==> config.mk <==
export PLATFORM = sky130hd
export DESIGN_NAME = trig_sample_fifo
export DESIGN_NICKNAME = d
export VERILOG_FILES = /design/src/rtl/tsf_pkg.sv /design/src/rtl/tsf_trig_sel.sv /design/src/rtl/tsf_fifo.sv /design/src/rtl/trig_sample_fifo.sv
export SDC_FILE = /design/constraint.sdc
export NUM_CORES = 1
export LEC_CHECK = 0
export BUFFER_PORTS_ARGS = -buffer_cell sky130_fd_sc_hd__buf_2
export CORE_ASPECT_RATIO = 0.8
export CORE_MARGIN = 2
export CORE_UTILIZATION = 53
export DETAILED_ROUTE_END_ITERATION = 10
export HOLD_SLACK_MARGIN = 0.1
export PLACE_DENSITY = 0.75
export SLEW_MARGIN = 0
export SYNTH_ARGS = -nofsm -noshare
export SYNTH_HDL_FRONTEND = slang
export SYNTH_SLANG_ARGS = --single-unit
==> constraint.sdc <==
create_clock -name clk -period 2.7 [get_ports clk]
set_clock_uncertainty 0.05 [all_clocks]
set_input_delay 0.135 -clock clk [delete_from_list [all_inputs] [get_ports clk]]
set_output_delay 0.135 -clock clk [all_outputs]
set_load 0.01 [all_outputs]
==> src/rtl/tsf_pkg.sv <==
package tsf_pkg;
  localparam int SMP_W = 16;
  localparam int N_TMR = 3;
  localparam int SEL_W = 3;

  typedef enum logic [SEL_W-1:0] {
    SRC_TMR0   = 3'd0,
    SRC_TMR1   = 3'd1,
    SRC_TMR2   = 3'd2,
    SRC_RSV3   = 3'd3,
    SRC_RSV4   = 3'd4,
    SRC_RSV5   = 3'd5,
    SRC_STREAM = 3'd6,
    SRC_SOFT   = 3'd7
  } src_e;
endpackage

==> src/rtl/tsf_trig_sel.sv <==
module tsf_trig_sel
  import tsf_pkg::*;
#(
  parameter int NT = N_TMR
) (
  input  logic             clk,
  input  logic             rst_n,
  input  logic [SEL_W-1:0] sel,
  input  logic [NT-1:0]    tmr_evt,
  input  logic             smp_rdy,
  input  logic             wr_en,
  input  logic             wr_load,
  output logic             load_req,
  output logic             swld_q
);
  logic [NT-1:0] tmr_hit;
  logic          soft_mode;
  logic          rsvd;

  // one match term per timer input
  for (genvar i = 0; i < NT; i++) begin : g_tmr
    assign tmr_hit[i] = tmr_evt[i] && (sel == SEL_W'(i));
  end

  assign soft_mode = (sel == SRC_SOFT);
  assign rsvd      = (sel == SRC_RSV3) || (sel == SRC_RSV4) || (sel == SRC_RSV5);

  // the software bit lives for exactly one cycle: set by a write, consumed next edge
  always_ff @(posedge clk or negedge rst_n) begin
    if (!rst_n) swld_q <= 1'b0;
    else        swld_q <= !swld_q && wr_en && wr_load && soft_mode;
  end

  always_comb begin
    load_req = |tmr_hit;
    if (sel == SRC_STREAM) load_req = smp_rdy;
    if (soft_mode)         load_req = swld_q;
  end

  AST_RSVD_IDLE: assert property (@(posedge clk) disable iff (!rst_n)
    rsvd |-> !load_req);
  AST_SWLD_PULSE: assert property (@(posedge clk) disable iff (!rst_n)
    swld_q |=> !swld_q);
  AST_ZERO_WRITE: assert property (@(posedge clk) disable iff (!rst_n)
    (!swld_q && !(wr_en && wr_load)) |=> !swld_q);
endmodule

==> src/rtl/tsf_fifo.sv <==
module tsf_fifo #(
  parameter int DW    = 16,
  parameter int DEPTH = 8,
  localparam int AW   = (DEPTH > 1) ? $clog2(DEPTH) : 1,
  localparam int CW   = $clog2(DEPTH + 1)
) (
  input  logic          clk,
  input  logic          rst_n,
  input  logic          push,
  input  logic [DW-1:0] wdata,
  input  logic          pop,
  output logic [DW-1:0] rdata,
  output logic          empty,
  output logic          full,
  output logic [CW-1:0] count,
  output logic          drop
);
  logic [DW-1:0] mem [DEPTH];
  logic [AW-1:0] wr_ptr, rd_ptr;
  logic          pop_ok, push_ok;

  function automatic logic [AW-1:0] nxt(input logic [AW-1:0] p);
    return (p == AW'(DEPTH - 1)) ? '0 : p + 1'b1;
  endfunction

  assign empty   = (count == '0);
  assign full    = (count == CW'(DEPTH));
  assign pop_ok  = pop && !empty;
  assign push_ok = push && (!full || pop_ok);
  assign drop    = push && !push_ok;
  assign rdata   = mem[rd_ptr];

  always_ff @(posedge clk) begin
    if (push_ok) mem[wr_ptr] <= wdata;
  end

  always_ff @(posedge clk or negedge rst_n) begin
    if (!rst_n) begin
      wr_ptr <= '0;
      rd_ptr <= '0;
      count  <= '0;
    end else begin
      if (push_ok) wr_ptr <= nxt(wr_ptr);
      if (pop_ok)  rd_ptr <= nxt(rd_ptr);
      if (push_ok && !pop_ok)      count <= count + 1'b1;
      else if (pop_ok && !push_ok) count <= count - 1'b1;
    end
  end

  AST_NO_OVERFLOW: assert property (@(posedge clk) disable iff (!rst_n)
    count <= CW'(DEPTH));
  AST_PUSHPOP_HOLD: assert property (@(posedge clk) disable iff (!rst_n)
    (push_ok && pop_ok) |=> count == $past(count));
  AST_FULL_DROP: assert property (@(posedge clk) disable iff (!rst_n)
    (full && push && !pop) |=> full && $stable(rd_ptr));
endmodule

==> src/rtl/trig_sample_fifo.sv <==
module trig_sample_fifo
  import tsf_pkg::*;
#(
  parameter int DEPTH = 8,
  localparam int CW   = $clog2(DEPTH + 1)
) (
  input  logic             clk,
  input  logic             rst_n,
  input  logic [SMP_W-1:0] smp_data,
  input  logic             smp_rdy,
  input  logic [N_TMR-1:0] tmr_evt,
  input  logic [SEL_W-1:0] src_sel,
  input  logic             reg_wr,
  input  logic [1:0]       reg_wdata,
  output logic             out_valid,
  input  logic             out_ready,
  output logic [SMP_W-1:0] out_data,
  output logic             empty,
  output logic             full,
  output logic [CW-1:0]    level,
  output logic             ovf,
  output logic             swld
);
  logic load_req;
  logic drop;

  tsf_trig_sel #(.NT(N_TMR)) u_sel (
    .clk      (clk),
    .rst_n    (rst_n),
    .sel      (src_sel),
    .tmr_evt  (tmr_evt),
    .smp_rdy  (smp_rdy),
    .wr_en    (reg_wr),
    .wr_load  (reg_wdata[0]),
    .load_req (load_req),
    .swld_q   (swld)
  );

  tsf_fifo #(.DW(SMP_W), .DEPTH(DEPTH)) u_fifo (
    .clk   (clk),
    .rst_n (rst_n),
    .push  (load_req),
    .wdata (smp_data),
    .pop   (out_ready),
    .rdata (out_data),
    .empty (empty),
    .full  (full),
    .count (level),
    .drop  (drop)
  );

  assign out_valid = !empty;

  // sticky: a drop outranks a clear in the same cycle
  always_ff @(posedge clk or negedge rst_n) begin
    if (!rst_n)                       ovf <= 1'b0;
    else if (drop)                    ovf <= 1'b1;
    else if (reg_wr && reg_wdata[1])  ovf <= 1'b0;
  end

  AST_OVF_STICKY: assert property (@(posedge clk) disable iff (!rst_n)
    (ovf && !(reg_wr && reg_wdata[1])) |=> ovf);
  AST_EMPTY_READ: assert property (@(posedge clk) disable iff (!rst_n)
    (empty && !load_req) |=> empty);
  AST_FLAG_EXCL: assert property (@(posedge clk) disable iff (!rst_n)
    !(empty && full));
endmodule

Word-level counts from Yosys, hierarchy flattened:

Memory sizes are Yosys's and may differ from the RTL's.
Cells that the tools add are included.
Widths: inputs -> output; s select.

* memories kept: 1
* output and inout port bits: 25
* input port bits: 29
* bits in registers: 12
* memory bits (writable): 128

Memory list
* u_fifo.mem: words 8, bits a word 16, read ports 1, clocked after memory_dff 0, wr ports 1, line tsf_fifo.sv:18 `logic [DW-1:0] mem [DEPTH];`

* add/subtract/negate cells: 4
* multiplexer cells: 10
* reductions and logical operators: 23
* equality and inequality tests: 7

Operator list (number)
* $eq 3x3->1 const B: 4
* $logic_and 1x1->1: 12
* $mux 4: 2
* $add 3x1->3 const B: 2
* $mux 1: 6
* $mux 3: 2
* $logic_not 1->1: 5
* $add 4x1->4 const B: 1
* $eq 4x4->1 const B: 1
* $logic_not 4->1: 1
* $reduce_bool 2->1: 2
* $sub 4x1->4 const B: 1
* $eq 3x1->1 const B: 1
* $eq 3x2->1 const B: 1
* $logic_not 3->1: 1
* $reduce_or 3->1: 1
* $logic_or 1x1->1: 1

Logic depth before layout (Yosys ltp):

Gate-level depths: netlist of run 1.

* depth in word-level cells: 10
* gate-level depth with buffers: 11
* gate-level depth less buffers: 10

Modules after synthesis:

A second synthesis of run 1 with hierarchy kept.

* cell total of the unflattened synthesis: 263
* area total of the unflattened synthesis: 5602.9 sq um

Modules (own cells, without submodules)
* tsf_fifo: instances 1, cells an instance 250, area each 5479.0 sq um, seq. area each 4093.9 sq um
* tsf_trig_sel: instances 1, cells an instance 9, area each 83.8 sq um, seq. area each 25.0 sq um
* trig_sample_fifo: instances 1, cells an instance 4, area each 40.0 sq um, seq. area each 25.0 sq um

Worst setup path after synthesis of run 1:

No wires, ideal clock.

* path type: reg2reg
* start point: register u_fifo.count[0]
* end point: register u_fifo.count[3]
* cell stages (with the launch flop): 9
* library setup time: 0.136 ns
* setup slack: 0.039 ns
* path buffers: 0
* data required time: 2.514 ns
* arrival time: 2.475 ns
* path through: dfrtp_1 > or4_4 > nand2_1 > ha_1 > inv_1 > ha_1 > a21o_1 > a2111oi_0 > o31ai_1

* longest elaborated chain between the ends: 8

Ends and longest elaborated chain
* start: declaration: line tsf_fifo.sv:15 `output logic [CW-1:0] count,`
* start signal: assignment: line tsf_fifo.sv:45 `if (push_ok && !pop_ok) count <= count + 1'b1;`
* start signal: assignment: line tsf_fifo.sv:46 `else if (pop_ok && !push_ok) count <= count - 1'b1;`
* $logic_not 4->1 *: line tsf_fifo.sv:26 `assign empty = (count == '0);`
* $logic_not 1->1 *
* named net out_valid: line trig_sample_fifo.sv:15 `output logic out_valid,`
* $logic_and 1x1->1 *: line tsf_fifo.sv:28 `assign pop_ok = pop && !empty;`
* $logic_or 1x1->1: line tsf_fifo.sv:29 `assign push_ok = push && (!full || pop_ok);`
* $logic_and 1x1->1: line tsf_fifo.sv:29
* $logic_not 1->1: line tsf_fifo.sv:46
* $logic_and 1x1->1: line tsf_fifo.sv:46
* $reduce_bool 2->1 (no line)

The timed path passes the listed nets; every way through them passes the cells marked *. The select of a mux whose other input is x is not followed.
A chain may end at the register's enable or synchronous reset.

Worst setup path in the final report of run 1:

* start point: register u_fifo.count[0]
* end point: register u_fifo.count[3]

* longest elaborated chain between the ends: 8

Ends and longest elaborated chain
* parallel branches: the longest is 8 deep, another holds $sub 4x1->4

Parallel ways; which one is timed is not known. The select of a mux whose other input is x is not followed.

==> results.py, run 1 <==
metrics = {
    "floorplanning": {
        "num_rows": 34,
        "design.die.area_mm2": 0.01173,
        "die_h_um": 97.29,
        "dieWidth_um": 120.6,
        "fp.coreArea_mm2": 0.01072,
        "boundary_pins": 54,
        "effective_utilization_at_floorplan_pct": 53.78,
    },
    "finish": {
        "areaGrowthSynthToFinish_pct": 22.72,
        "most_common_cell_after_layout_fill_and_taps_aside": "sky130_fd_sc_hd__edfxtp_1",
        "drive_gt1_share_pct": 35.22,
        "num-fill-cells": 728,
        "n_antenna_cell": 0,
        "mostFrequentLayoutCells": "128 x sky130_fd_sc_hd__edfxtp_1, 53 x sky130_fd_sc_hd__buf_2, 26 x sky130_fd_sc_hd__mux4_1",
        "finish.utilization_pct": 66.00,
        "fin_nets": 396,
    },
    "setup_path": {
        "worst_setup_end_kind": "register",
        "buffers_and_inverters_on_the_worst_path": 1,
        "cp.depth": 8,
        "cp.arrival_ns": 2.82,
        "path_cells": "or4_4, nand2_1, ha_4, inv_2, ha_1, a21o_1, a2111oi_2, o31ai_1",
        "cp-startpoint": "u_fifo.count[0]",
        "required_time_worst_endpoint_ns": 2.93,
        "slowest_stage": "sky130_fd_sc_hd__or4_4",
        "timing.setup.critical_path_class": "register to register",
        "setup.worst_path.start_class": "register",
        "critical_path_peak_fanout": 6,
        "r2r_start": "u_fifo.count[0]",
        "critPathTopFamily": "compound AO/OA/AOI/OAI gates",
        "worst-r2r-cell-count": 8,
        "cpPeakStageDelay_ns": 0.56,
    },
    "timing": {
        "final.min_clock_period_ns": 2.584,
        "unrepaired_setup_endpoints_after_global_routing": "no",
        "fmax_mhz": 386.9,
        "timing.hold.ws_ns": 0.1610,
        "postLayoutSetupSlackWorst_ns": 0.1155,
        "worst_slew_margin_rel_pct": 62.50,
        "worst_pin_slew_ns": 0.5606,
        "setup_violations": 0,
        "hold_viol_final": 0,
        "post-route-period-util_pct": 95.72,
        "max_transition_viols_final": 0,
        "finalSetupTns_ns": 0,
    },
    "placement": {
        "dp_worst_setup_slack_ns": 0.009163,
        "globalplace.congestion": 0.7975,
        "dp_hpwl_mm": 5.719,
        "buffer_ports.inserted": 53,
    },
    "cts": {
        "htree_num_levels": 4,
        "path_clk_slew_ns": 0.06,
        "tritoncts": "yes",
        "tritoncts_buffer_count": 17,
        "clock_insertion_delay_worst_skew_ns": 0.42,
        "clock-root-buffer": "sky130_fd_sc_hd__clkbuf_16",
        "clock-sinks": 140,
        "cts.path.max_buffers": 2,
    },
    "grt": {
        "antenna_found_initial": 0,
        "first_global_vias": 2988,
        "grt_pass1_wl_mm": 16.31,
        "grt_start_max_net_pins": 36,
        "globalRouteTotalUtil_pct": 19.18,
        "global_route_total_overflow": 0,
    },
    "pwr": {
        "leakage_uw": 0.002575,
        "combinationalPowerShare_pct": 28.7,
        "share_of_power_burned_in_registers_pct": 39.4,
        "power.share.clock_pct": 32.0,
        "max-vdd-ir-drop_mv": 0.8826,
        "power_report.internal_total_uw": 5020,
        "p_sw_uw": 1964,
        "swShare_pct": 28.12,
        "power.density_cell_area_mw_per_mm2": 987.1,
    },
    "synth": {
        "synth_largest_type_area_fraction_pct": 66.67,
        "async_set_or_reset_flop_fraction_in_the_synthesized_netlist_pct": 8.571,
        "synth.area.top_cells": "sky130_fd_sc_hd__edfxtp_1 67%, sky130_fd_sc_hd__mux4_1 12%, sky130_fd_sc_hd__dfrtp_1 5.2%",
        "synth_sequential_area_ratio_pct": 71.88,
        "synth.avg_cell_area_um2": 21.92,
        "synthesis.instances": 263,
        "synth.cell_area_mm2": 0.005766,
        "synth_cell_type_count": 38,
        "yosysWarningCount": 0,
        "syn-num-nets": 300,
        "ys_dominant_reg_cell": "sky130_fd_sc_hd__edfxtp_1",
        "yosys_top_cell_by_area": "sky130_fd_sc_hd__edfxtp_1",
        "number_of_enable_flip_flop_cells_after_synthesis": 128,
        "yosys_register_bits": 140,
    },
    "drt": {
        "routed_wirelength_mm": 10.35,
        "viasPerCell": 5.672,
        "detailroute.via_count": 2927,
        "remaining_drc_errors": 0,
        "dr.pass1.iters": 4,
        "wire_per_inst_um": 20.06,
        "drtAntennaViolNets": 0,
        "drt_first_iter_violations": 214,
    },
    "outcome": {
        "status": "finished, final reports clean",
    },
    "hold_path": {
        "worstHoldStart": "out_ready",
        "hold_class": "input pin to register",
        "whs_path_depth": 4,
    },
    "flow_run": {
        "drv_cap": 0,
    },
}
## worst min-delay path: stages
cell and delay [ns]:
sky130_fd_sc_hd__buf_2 0.11, sky130_fd_sc_hd__nand2_1 0.11, sky130_fd_sc_hd__buf_4 0.15, sky130_fd_sc_hd__o21ai_0 0.08
## area by class of cell
class,instances,area [µm²],area share (%)
Sequential cell,140,4145,58.59
Multi-Input combinational cell,107,1530,21.63
Clock inverter,13,141.4,1.998
Timing Repair Buffer,89,630.6,8.912
Tap cell,144,180.2,2.546
Clock buffer,19,432.9,6.118
Inverter,4,15.01,0.2122
## stage by stage
stage | std cells | instance area [µm²] | total power [µW]
2_1_floorplan | 263 | 5766 | 4191
3_3_place_gp | 461 | 6247 | 4687
3_5_place_dp | 461 | 6247 | 4752
4_1_cts | 516 | 7057 | 7027
5_1_grt | 516 | 7076 | 7325
6_report | 516 | 7076 | 6984
## repair_timing
| item | in CTS | in global routing |
|---|---|---|
| gates resized for setup | 3 | 4 |
| buffers inserted | 0 | 0 |
| gates cloned | 0 | 0 |
| endpoints found under the hold margin | 142 | 0 |
| setup endpoints to repair | 1 | 1 |
| hold buffers | 23 | 0 |
## sequential cells by signal, indices dropped and copies added (netlist names)
| name | flops |
|---|---|
| u_fifo.wr_ptr | 3 |
| u_fifo.rd_ptr | 3 |
| u_fifo.mem | 128 |
| u_fifo.count | 4 |
| u_sel.swld_q | 1 |
| ovf | 1 |
## cells in the mapped netlist, drive strengths merged, types with 2 or more instances
cell	n
edfxtp	128
mux4	32
mux2	21
dfrtp	12
ha	7
nand2	7
buf	6
clkbuf	6
nor3	5
inv	4
and4b	3
mux2i	3
nor2	3
o21ai	3
a21o	2
a21oi	2
and3b	2
nand3	2
xnor2	2
## per-layer routing
layer / up-vias / wire, µm / GRT usage (%)
li1: 1315 / - / -
met4: 0 / 120 / 6.708
met3: 13 / 493 / 5.751
met2: 81 / 5188 / 30.73
met1: 1518 / 4549 / 25.28
met5: - / 0 / 0
## power groups by stage
stage          combinational [µW]  clock (µW)  sequential [µW]
3_5_place_dp                 1960           0             2790
3_3_place_gp                 1920           0             2770
2_1_floorplan                1420           0             2770
5_1_grt                      2180        2370             2780
6_report                     2000        2230             2750
4_1_cts                      2010        2270             2750
## cells by family (layout without fill, tap and decap cells)
logic type | count (synthesis) | in the layout | synth area share, %
XOR/XNOR | 2 | 2 | 0.3039
AND/OR/NAND/NOR | 30 | 30 | 3.603
flip-flops | 140 | 140 | 71.88
multiplexers | 56 | 56 | 18.88
buffers and inverters | 16 | 125 | 1.975
AO/OA/AOI/OAI | 11 | 11 | 1.497
adder cells (fa/ha/maj) | 8 | 8 | 1.866
## path summary, 6_finish.rpt
check,endpoint,slack (ns)
setup / recovery,u_fifo.count[3],0.12
hold / removal,u_fifo.rd_ptr[1],0.16
setup reg to reg,u_fifo.count[3],0.12
hold reg to reg,ovf,0.48
max in group asynchronous,u_fifo.count[0],1.49
min in group asynchronous,u_sel.swld_q,0.71
No activity file was read; power rests on OpenSTA's default activity.
==> run 2: changes to the inputs <==
PLACE_DENSITY = 0.73   (was 0.75)
==> run 2 against run 1 <==
Compared with the run above: register-to-register slack improved by 0.04 ns; setup slack better by 0.037 ns; sequential share of layout area is 0.23 points lower; critical path depth is 1 higher; die area unchanged; via count shrank 1.3%; worst hold slack better by 0.072 ns; maximum frequency up 1.5%; count of clock-buffer cells in the layout decreased by 1; sequential cell count stayed put; largest cell class unchanged; highest routed layer unchanged.
==> results.py, run 2 (same netlist as run 1, synthesis figures left out) <==
metrics = {
    "outcome": {
        "status": "finished, final reports clean",
    },
    "grt": {
        "grt_start_max_net_pins": 35,
        "global_route_total_overflow": 0,
        "grt_pass1_wl_mm": 16.00,
        "first_global_vias": 2909,
        "antenna_found_initial": 0,
        "globalRouteTotalUtil_pct": 19.19,
    },
    "finish": {
        "largest_reg_by_ff_count": "u_fifo.mem",
        "fin_nets": 398,
        "combined_flip_flop_and_latch_cell_area_mm2": 0.004146,
        "multiInputGateArea_mm2": 0.001516,
        "drive_gt1_share_pct": 35.29,
        "most_common_cell_after_layout_fill_and_taps_aside": "sky130_fd_sc_hd__edfxtp_1",
        "areaGrowthSynthToFinish_pct": 23.24,
        "finish.utilization_pct": 66.28,
        "mostFrequentLayoutCells": "128 x sky130_fd_sc_hd__edfxtp_1, 53 x sky130_fd_sc_hd__buf_2, 26 x sky130_fd_sc_hd__mux4_1",
        "num-fill-cells": 736,
        "top_regs": "u_fifo.mem (128), u_fifo.count (4)",
        "largest_register_ffs": 128,
        "n_antenna_cell": 0,
    },
    "setup_path": {
        "path_cells": "or4_4, nand2_1, ha_2, inv_2, ha_1, a21o_1, a21oi_1, mux2i_1, o31ai_1",
        "critPathTopFamily": "simple AND/OR/NAND/NOR gates",
        "critPathCapture": "u_fifo.count[3]",
        "required_time_worst_endpoint_ns": 2.94,
        "buffers_and_inverters_on_the_worst_path": 1,
        "r2r_start": "u_fifo.count[1]",
        "cp.depth": 9,
        "critical_path_peak_fanout": 6,
        "cpPeakStageDelay_ns": 0.53,
        "cp.arrival_ns": 2.79,
        "rrSetupSlack_ns": 0.15,
        "worst_setup_end_kind": "register",
        "worst_r2r_endpoint": "u_fifo.count[3]",
        "cp-startpoint": "u_fifo.count[1]",
        "timing.setup.critical_path_class": "register to register",
        "setup.worst_path.start_class": "register",
        "worst-r2r-cell-count": 9,
        "slowest_stage": "sky130_fd_sc_hd__or4_4",
    },
    "floorplanning": {
        "boundary_pins": 54,
        "effective_utilization_at_floorplan_pct": 53.78,
        "dieWidth_um": 120.6,
        "die_h_um": 97.29,
        "fp.coreArea_mm2": 0.01072,
        "design.die.area_mm2": 0.01173,
        "num_rows": 34,
    },
    "timing": {
        "fmax_mhz": 392.5,
        "post-route-period-util_pct": 94.35,
        "finalSetupTns_ns": 0,
        "final.min_clock_period_ns": 2.547,
        "worst_slew_margin_rel_pct": 60.22,
        "setup_violations": 0,
        "hold_viol_final": 0,
        "unrepaired_setup_endpoints_after_global_routing": "no",
        "worst_pin_slew_ns": 0.5947,
        "max_transition_viols_final": 0,
    },
    "pwr": {
        "max-vdd-ir-drop_mv": 0.6443,
        "power.density_cell_area_mw_per_mm2": 995.1,
        "leakage_uw": 0.002597,
    },
    "cts": {
        "htree_num_levels": 4,
        "tritoncts": "yes",
        "path_clk_slew_ns": 0.06,
        "clock-sinks": 140,
        "clock-root-buffer": "sky130_fd_sc_hd__clkbuf_16",
        "clock_insertion_delay_worst_skew_ns": 0.42,
        "cts.path.max_buffers": 2,
        "tritoncts_buffer_count": 17,
    },
    "placement": {
        "buffer_ports.inserted": 53,
        "globalplace.congestion": 0.7225,
        "dp_hpwl_mm": 5.707,
    },
    "drt": {
        "drtAntennaViolNets": 0,
        "routed_wirelength_mm": 10.33,
        "drt_first_iter_violations": 176,
        "viasPerCell": 5.579,
        "remaining_drc_errors": 0,
        "dr.pass1.iters": 4,
        "detailroute.via_count": 2890,
        "wire_per_inst_um": 19.93,
    },
    "flow_run": {
        "drv_cap": 0,
    },
    "hold_path": {
        "hold_class": "input pin to register",
    },
}
==> run 2: worst min-delay path by stage <==
stage | start | cells past startpoint | endpoint | slack (ns)
2_1_floorplan | rst_n | 0 | ovf | -0.21
5_1_grt | src_sel[1] | 4 | ovf | 0.23
3_3_place_gp | rst_n | 1 | u_fifo.count[0] | -0.01
4_1_cts | src_sel[1] | 4 | ovf | 0.22
6_report | src_sel[1] | 4 | ovf | 0.23
3_5_place_dp | rst_n | 1 | u_fifo.count[0] | -0.009
==> run 2: per-stage QoR <==
step	cells	instance area (µm²)	hold slack, ns	setup slack (ns)	power, µW
after floorplan	263	5766	-0.2106	0.03890	4191
after global placement	462	6256	-0.01485	0.1066	4708
after detailed placement	462	6256	-0.008555	0.06453	4775
after CTS	518	7096	0.2205	0.04160	7136
after global routing	518	7106	0.2268	0.03876	7406
final	518	7106	0.2334	0.1525	7071
==> run 2: report_power, final <==
part           total, µW  internal [µW]  switching, µW
clock network       2310           1450            860
registers           2780           2600            177
logic               1980           1060            922
==> run 2: cell type report <==
type                       instances  share of cell area, %
clock buffer                      18                  6.040
sequential                       140                  58.36
tap                              144                  2.536
clock inverter                    14                  2.395
multi-input combinational        107                  21.34
inverter                           4                 0.2113
timing repair buffer              91                  9.121
==> run 2: metal layers <==
layer / global-route usage [%] / share of wire (%)
met3: 6.221 / 4.3
met5: 0 / 0
met1: 26.29 / 46
met4: 7.335 / 1.5
met2: 29.03 / 48
==> run 2: worst reg2reg max path: stages, from the launching register on <==
cell and delay [ns]:
sky130_fd_sc_hd__dfrtp_2 0.44, sky130_fd_sc_hd__or4_4 0.53, sky130_fd_sc_hd__nand2_1 0.11, sky130_fd_sc_hd__ha_2 0.23
sky130_fd_sc_hd__inv_2 0.08, sky130_fd_sc_hd__ha_1 0.27, sky130_fd_sc_hd__a21o_1 0.22, sky130_fd_sc_hd__a21oi_1 0.20
sky130_fd_sc_hd__mux2i_1 0.21, sky130_fd_sc_hd__o31ai_1 0.08
==> run 2: timing repair <==
item | 4_1_cts | 5_1_grt
buffers inserted | 0 | 0
hold endpoints to repair | 143 | 0
gates resized for setup | 0 | 5
hold buffers | 24 | 0
setup endpoints to repair | 0 | 1
